<file path="src/rtl/cfg_scan_pkg.sv">
package cfg_scan_pkg;

  localparam int ADDR_W = 6;

  typedef enum logic [1:0] {
    ACC_NONE = 2'd0,
    ACC_RO   = 2'd1,
    ACC_WO   = 2'd2,
    ACC_RW   = 2'd3
  } acc_e;

  // Fixed register codes, written as {hi, mid[3:0], lo}
  localparam logic [ADDR_W-1:0] A_ID      = 6'b0_0000_0;
  localparam logic [ADDR_W-1:0] A_CTYPE   = 6'b0_0000_1;
  localparam logic [ADDR_W-1:0] A_CTRL    = 6'b0_0001_0;
  localparam logic [ADDR_W-1:0] A_FLUSH_D = 6'b0_0111_0;
  localparam logic [ADDR_W-1:0] A_FLUSH_I = 6'b0_0111_1;
  localparam logic [ADDR_W-1:0] A_PID     = 6'b0_1101_1;
  localparam logic [ADDR_W-1:0] A_CIDX    = 6'b1_1101_0;

  typedef struct packed {
    logic id;
    logic ctype;
    logic ctrl;
    logic pid;
    logic cidx;
    logic flush_d;
    logic flush_i;
  } fix_sel_t;

endpackage

</file>
<file path="src/rtl/scan_shifter.sv">
module scan_shifter #(
  parameter int CHAIN_W = 39
) (
  input  logic               clk,
  input  logic               rst_n,
  input  logic               cap_en,
  input  logic               shift_en,
  input  logic               tdi,
  input  logic [CHAIN_W-1:0] cap_word,
  output logic [CHAIN_W-1:0] chain_q,
  output logic               tdo
);

  logic [CHAIN_W-1:0] chain_d;
  logic               chain_en;

  // capture has priority over shift if both are ever raised together
  always_comb begin
    chain_d  = chain_q;
    chain_en = cap_en | shift_en;
    if (cap_en) begin
      chain_d = cap_word;
    end else if (shift_en) begin
      chain_d = {tdi, chain_q[CHAIN_W-1:1]};
    end
  end

  always_ff @(posedge clk or negedge rst_n) begin
    if (!rst_n) begin
      chain_q <= '0;
    end else if (chain_en) begin
      chain_q <= chain_d;
    end
  end

  assign tdo = chain_q[0];

endmodule

</file>
<file path="src/rtl/cfg_addr_decode.sv">
module cfg_addr_decode
  import cfg_scan_pkg::*;
#(
  parameter int NUM_REGIONS = 8
) (
  input  logic [ADDR_W-1:0]      addr,
  output fix_sel_t               sel,
  output logic [NUM_REGIONS-1:0] region_sel,
  output acc_e                   acc
);

  localparam logic [4:0] REGION_LIM = 5'(NUM_REGIONS);

  logic [3:0] region_idx;
  logic       region_hit;

  assign region_idx = addr[4:1];
  assign region_hit = addr[ADDR_W-1] & ~addr[0] & ({1'b0, region_idx} < REGION_LIM);

  for (genvar g = 0; g < NUM_REGIONS; g++) begin : g_rsel
    assign region_sel[g] = region_hit && (region_idx == 4'(g));
  end

  always_comb begin
    sel = '0;
    acc = ACC_NONE;
    case (addr)
      A_ID:      begin sel.id      = 1'b1; acc = ACC_RO; end
      A_CTYPE:   begin sel.ctype   = 1'b1; acc = ACC_RO; end
      A_CTRL:    begin sel.ctrl    = 1'b1; acc = ACC_RW; end
      A_PID:     begin sel.pid     = 1'b1; acc = ACC_RW; end
      A_CIDX:    begin sel.cidx    = 1'b1; acc = ACC_RW; end
      A_FLUSH_D: begin sel.flush_d = 1'b1; acc = ACC_WO; end
      A_FLUSH_I: begin sel.flush_i = 1'b1; acc = ACC_WO; end
      default:   acc = region_hit ? ACC_RW : ACC_NONE;
    endcase
  end

endmodule

</file>
<file path="src/rtl/cfg_reg_bank.sv">
module cfg_reg_bank
  import cfg_scan_pkg::*;
#(
  parameter int DATA_W      = 32,
  parameter int NUM_REGIONS = 8
) (
  input  logic                          clk,
  input  logic                          rst_n,
  input  logic                          wr_stb,
  input  fix_sel_t                      wr_sel,
  input  logic [NUM_REGIONS-1:0]        wr_region_sel,
  input  acc_e                          wr_acc,
  input  logic [DATA_W-1:0]             wr_data,
  input  fix_sel_t                      rd_sel,
  input  logic [NUM_REGIONS-1:0]        rd_region_sel,
  input  acc_e                          rd_acc,
  input  logic [DATA_W-1:0]             id_value,
  input  logic [DATA_W-1:0]             ctype_value,
  output logic [DATA_W-1:0]             ctrl_q,
  output logic [DATA_W-1:0]             pid_q,
  output logic [DATA_W-1:0]             cidx_q,
  output logic [NUM_REGIONS*DATA_W-1:0] region_q,
  output logic                          flush_d_pulse,
  output logic                          flush_i_pulse,
  output logic [DATA_W-1:0]             rd_data
);

  logic wr_rw, wr_wo, rd_ok;
  logic we_ctrl, we_pid, we_cidx;
  logic flush_d_d, flush_i_d;
  logic [DATA_W-1:0] region_r [NUM_REGIONS];
  logic [DATA_W-1:0] rd_mux;

  // Read-only codes have no storage and flush codes have no readback.
  logic unused_sel_bits;
  assign unused_sel_bits = wr_sel.id | wr_sel.ctype | rd_sel.flush_d | rd_sel.flush_i;

  assign wr_rw = wr_stb && (wr_acc == ACC_RW);
  assign wr_wo = wr_stb && (wr_acc == ACC_WO);
  assign rd_ok = (rd_acc == ACC_RO) || (rd_acc == ACC_RW);

  assign we_ctrl   = wr_rw & wr_sel.ctrl;
  assign we_pid    = wr_rw & wr_sel.pid;
  assign we_cidx   = wr_rw & wr_sel.cidx;
  assign flush_d_d = wr_wo & wr_sel.flush_d;
  assign flush_i_d = wr_wo & wr_sel.flush_i;

  always_ff @(posedge clk or negedge rst_n) begin
    if (!rst_n) ctrl_q <= '0;
    else if (we_ctrl) ctrl_q <= wr_data;
  end

  always_ff @(posedge clk or negedge rst_n) begin
    if (!rst_n) pid_q <= '0;
    else if (we_pid) pid_q <= wr_data;
  end

  always_ff @(posedge clk or negedge rst_n) begin
    if (!rst_n) cidx_q <= '0;
    else if (we_cidx) cidx_q <= wr_data;
  end

  always_ff @(posedge clk or negedge rst_n) begin
    if (!rst_n) begin
      flush_d_pulse <= 1'b0;
      flush_i_pulse <= 1'b0;
    end else begin
      flush_d_pulse <= flush_d_d;
      flush_i_pulse <= flush_i_d;
    end
  end

  for (genvar g = 0; g < NUM_REGIONS; g++) begin : g_region
    logic we_region;
    assign we_region = wr_rw & wr_region_sel[g];
    always_ff @(posedge clk or negedge rst_n) begin
      if (!rst_n) region_r[g] <= '0;
      else if (we_region) region_r[g] <= wr_data;
    end
    assign region_q[g*DATA_W +: DATA_W] = region_r[g];
  end

  always_comb begin
    rd_mux = '0;
    if (rd_sel.id)    rd_mux = rd_mux | id_value;
    if (rd_sel.ctype) rd_mux = rd_mux | ctype_value;
    if (rd_sel.ctrl)  rd_mux = rd_mux | ctrl_q;
    if (rd_sel.pid)   rd_mux = rd_mux | pid_q;
    if (rd_sel.cidx)  rd_mux = rd_mux | cidx_q;
    for (int i = 0; i < NUM_REGIONS; i++) begin
      if (rd_region_sel[i]) rd_mux = rd_mux | region_r[i];
    end
  end

  assign rd_data = rd_ok ? rd_mux : '0;

endmodule

</file>
<file path="src/rtl/cfg_scan_port.sv">
module cfg_scan_port
  import cfg_scan_pkg::*;
#(
  parameter int DATA_W      = 32,
  parameter int NUM_REGIONS = 8
) (
  input  logic                          clk,
  input  logic                          rst_n,
  input  logic                          cap_en,
  input  logic                          shift_en,
  input  logic                          upd_en,
  input  logic                          tdi,
  output logic                          tdo,
  input  logic [DATA_W-1:0]             id_value,
  input  logic [DATA_W-1:0]             ctype_value,
  output logic [DATA_W-1:0]             ctrl_q,
  output logic [DATA_W-1:0]             pid_q,
  output logic [DATA_W-1:0]             cidx_q,
  output logic [NUM_REGIONS*DATA_W-1:0] region_q,
  output logic                          flush_d_pulse,
  output logic                          flush_i_pulse
);

  localparam int CMD_W   = 1 + ADDR_W;
  localparam int CHAIN_W = CMD_W + DATA_W;

  logic [CHAIN_W-1:0] chain_q;
  logic [CHAIN_W-1:0] cap_word;
  logic [CMD_W-1:0]   held_q, held_d;
  logic [DATA_W-1:0]  rd_data;

  fix_sel_t               wr_sel, rd_sel;
  logic [NUM_REGIONS-1:0] wr_region_sel, rd_region_sel;
  acc_e                   wr_acc, rd_acc;
  logic                   wr_stb;

  scan_shifter #(.CHAIN_W(CHAIN_W)) u_shift (
    .clk      (clk),
    .rst_n    (rst_n),
    .cap_en   (cap_en),
    .shift_en (shift_en),
    .tdi      (tdi),
    .cap_word (cap_word),
    .chain_q  (chain_q),
    .tdo      (tdo)
  );

  // held command: {flag, address}
  always_comb begin
    held_d = held_q;
    if (upd_en) held_d = chain_q[CHAIN_W-1:DATA_W];
  end

  always_ff @(posedge clk or negedge rst_n) begin
    if (!rst_n) held_q <= '0;
    else if (upd_en) held_q <= held_d;
  end

  cfg_addr_decode #(.NUM_REGIONS(NUM_REGIONS)) u_wr_dec (
    .addr       (chain_q[DATA_W +: ADDR_W]),
    .sel        (wr_sel),
    .region_sel (wr_region_sel),
    .acc        (wr_acc)
  );

  cfg_addr_decode #(.NUM_REGIONS(NUM_REGIONS)) u_rd_dec (
    .addr       (held_q[ADDR_W-1:0]),
    .sel        (rd_sel),
    .region_sel (rd_region_sel),
    .acc        (rd_acc)
  );

  assign wr_stb   = upd_en & chain_q[CHAIN_W-1];
  assign cap_word = {held_q, rd_data};

  cfg_reg_bank #(.DATA_W(DATA_W), .NUM_REGIONS(NUM_REGIONS)) u_bank (
    .clk           (clk),
    .rst_n         (rst_n),
    .wr_stb        (wr_stb),
    .wr_sel        (wr_sel),
    .wr_region_sel (wr_region_sel),
    .wr_acc        (wr_acc),
    .wr_data       (chain_q[DATA_W-1:0]),
    .rd_sel        (rd_sel),
    .rd_region_sel (rd_region_sel),
    .rd_acc        (rd_acc),
    .id_value      (id_value),
    .ctype_value   (ctype_value),
    .ctrl_q        (ctrl_q),
    .pid_q         (pid_q),
    .cidx_q        (cidx_q),
    .region_q      (region_q),
    .flush_d_pulse (flush_d_pulse),
    .flush_i_pulse (flush_i_pulse),
    .rd_data       (rd_data)
  );

endmodule

</file>
<file path="config.mk">
export PLATFORM = sky130hd
export DESIGN_NAME = cfg_scan_port
export DESIGN_NICKNAME = d
export VERILOG_FILES = /design/src/rtl/cfg_scan_pkg.sv /design/src/rtl/scan_shifter.sv /design/src/rtl/cfg_addr_decode.sv /design/src/rtl/cfg_reg_bank.sv /design/src/rtl/cfg_scan_port.sv
export SDC_FILE = /design/constraint.sdc
export NUM_CORES = 1
export LEC_CHECK = 0
export BUFFER_PORTS_ARGS = -buffer_cell sky130_fd_sc_hd__buf_4
export CAP_MARGIN = 0
export CORE_ASPECT_RATIO = 1.5
export CORE_MARGIN = 2
export CORE_UTILIZATION = 60
export CTS_BUF_LIST = sky130_fd_sc_hd__clkbuf_8
export DETAILED_ROUTE_END_ITERATION = 16
export PLACE_DENSITY = 0.86
export RECOVER_POWER = 25
export SYNTH_ARGS = -nofsm -noshare
export SYNTH_HDL_FRONTEND = slang
export SYNTH_SLANG_ARGS = --single-unit
export TNS_END_PERCENT = 50
</file>
<file path="constraint.sdc">
create_clock -name clk -period 4.8 [get_ports clk]
set_clock_uncertainty 0.15 [all_clocks]
set_input_delay 0.24 -clock clk [delete_from_list [all_inputs] [get_ports clk]]
set_output_delay 0.24 -clock clk [all_outputs]
set_load 0.005 [all_outputs]
</file>
==> metrics <==
status finished with violations; failing checks capacitance limit, slew limit; CTS resizes 0; Hold Path Origin cap_en; R2R depth 6; Die X 147 um; post-synth top area cell dfrtp_1; drc violations 0; CTS tree yes; setup ws final 624 ps; initial antenna violation count 1; Post-Route Setup TNS 0 ps; most common cell in the synthesized netlist dfrtp_1; min-delay worst type input port to flip-flop; # placed instances 2098; M3 GR Usage 12.2%; Final min period 4180 ps; GR Util met1 49.6%; Achievable Freq 0.239 GHz; largest net degree at the start of global routing 138; first-pass GRT wire length 100000 um; Most Used Layer, Global Route met2; Finished Layout Cells 2241; RSZ-0062 raised after global routing no; TritonRoute pass-1 iters 5; Yosys top cell area share 54.4%; Cell Area, Synth 18400 sq um; final number of max-transition violations 121; WP data required 5200 ps; Crit path max-delay family simple AND/OR/NAND/NOR gates; Mapped Cells 1379; CP Class flip-flop to flip-flop; die height 218 um; total leakage power 11.4 nW; # rows 78; FF-to-FF End u_shift.chain_q[21]; final net count 1872; RD Place Congestion 0.937; vias in the first global route 15769; total track usage 42.3%; number of I/O pins 425; ys async rst share 100%; #FFs+latches synth 400; EDFF count, synth 0; Syn-to-layout area delta 26.6%; Net Count, Synth 1449; Max Cap Viol 1; Max FO, Critical Path 32; worst-margin pin slew 3150 ps; HPWL Detailed 43800 um; Initial Util 60.8%; Post-synth top cells dfrtp_1 (400), mux2_2 (372), clkbuf_1 (65), a22oi_1 (55), buf_2 (53); CTS H-tree lvls 2; FF-to-FF setup slack 620 ps; Worst setup EP type flip-flop; drt via density 6.81; Power Total 10.3 mW; Hold Path Sink u_shift.chain_q[36]; Mapped Avg Cell Area 13.3 sq um; GRT overflow 0; clock sink count 400; Starting DRT DRC Count 1233; post-synth cell types 59; die area 32100 sq um; layout cells sized above 1 50.0%; hold depth 3; register area share after synthesis 54.4%; Port Buf Inserts 424; CP arrival 4580 ps; Final Hold Slack 20.0 ps; Fin. Hold Viols 0; Worst-Skew Late Latency 640 ps; Total Wirelength 68600 um; WL/cell 30.6 um; Most used DFF post-synth dfrtp_1; CTS Buf Count 56; clock root buffer clkbuf_8; CP max stage delay 1030 ps; PwrDens 442 nW/um^2; CP Launch Type flip-flop; ranking of synthesized cells by area dfrtp_1 (54%), mux2_2 (23%), mux2i_1 (2.8%); post-detailed-route count of antenna-violating nets 0; Max IR drop VDD 0.273 mV; Clock transition at path regs 70 ps; met2 Use GR 67.1%; vias post-DR 15270; Final Cycle Share 87.0%; Ys Warns 0; FF-to-FF Start held_q[3]; DP Worst Slack 1380 ps; normalized max-slew margin -110%; Slowest cell on crit path nor2_2; CP Buf/Inv Count 1; Clock Path Buffers 3; Final setup viols 0; crit-path cells or4b_1 -> nor2_2 -> a22oi_1 -> and4_1 -> dlygate4sd3_1 -> a22oi_2; area of the core 30300 sq um
-- area by class of cell --
cell class	count	area (sq um)
Multi-Input combinational cell	841	7870
Sequential cell	400	10000
Tap cell	400	500
Clock inverter	23	88.8
Inverter	3	11.3
Fill cell	1952	6970
Timing Repair Buffer	500	3790
Antenna cell	1	2.50
Clock buffer	73	1000
-- where the power goes --
| part | leakage, nW | internal (mW) | switching, mW |
|---|---|---|---|
| Combinational | 5.28 | 1.41 | 1.31 |
| Clock | 0.645 | 1.34 | 1.29 |
| Sequential | 5.44 | 3.93 | 0.999 |
| Total | 11.4 | 6.69 | 3.60 |
-- worst max path at each step --
stage / slack (ps) / end / cells past startpoint / startpoint
after floorplan: 2710 / u_bank.region_q[192] / 6 / u_shift.chain_q[32]
after global placement: 1520 / u_shift.chain_q[6] / 5 / held_q[3]
after detailed placement: 1380 / u_shift.chain_q[6] / 5 / held_q[3]
after CTS: 840 / u_shift.chain_q[6] / 6 / held_q[3]
after global routing: 590 / u_shift.chain_q[24] / 7 / held_q[1]
final: 620 / u_shift.chain_q[21] / 6 / held_q[3]
-- per-layer routing --
layer	up-vias	part of all wire, %
met3	344	11
met4	0	7.9
li1	6040	-
met1	7670	33
met2	1216	48
met5	-	0
-- stage by stage --
stage,util (%),instance area (sq um)
6_report,77.0,23300
5_1_grt,77.0,23300
2_1_floorplan,-,18400
3_3_place_gp,72.2,21800
4_1_cts,77.3,23400
3_5_place_dp,72.2,21800
-- kinds of logic (layout without fill, tap and decap cells) --
family / count (synthesis) / after routing / share of synthesized area, %
compound gates: 264 / 264 / 10.7
buf+inv: 138 / 599 / 3.30
flops: 400 / 400 / 54.4
mux: 441 / 441 / 27.4
other cells: 0 / 1 / 0
simple gates: 136 / 136 / 4.20
-- flip-flops by register name, summed over array words and instances, names as in the netlist --
name	count
u_shift.chain_q	39
u_bank.region_q	256
u_bank.flush_i_pulse	1
held_q	7
u_bank.flush_d_pulse	1
u_bank.ctrl_q	32
u_bank.cidx_q	32
u_bank.pid_q	32
-- worst reg2reg max path, stage by stage (launching register included) --
cell           delay, ps
dfrtp_2              730
or4b_1              1030
nor2_2              1040
a22oi_1              200
and4_1               280
dlygate4sd3_1        570
a22oi_2              110
-- cell usage in the layout, fill, tap and decap left out, types with 23 or more instances in the layout --
cell type / synthesis / routed
clkbuf_8: 0 / 73
a22o_1: 27 / 27
dlygate4sd3_1: 0 / 46
nand2_1: 33 / 31
buf_4: 4 / 313
a211oi_1: 30 / 30
clkbuf_1: 65 / 26
clkbuf_4: 0 / 111
a221oi_1: 35 / 35
mux2_2: 372 / 372
inv_1: 2 / 23
a22oi_1: 55 / 55
o21ai_0: 36 / 36
mux2i_1: 51 / 51
dfrtp_1: 400 / 398
-- what timing repair did --
item | CTS | global route
buffers inserted | 0 | 0
endpoints found under the hold margin | 151 | 0
hold buffers | 46 | 0
(Power assumes the default switching activity.)
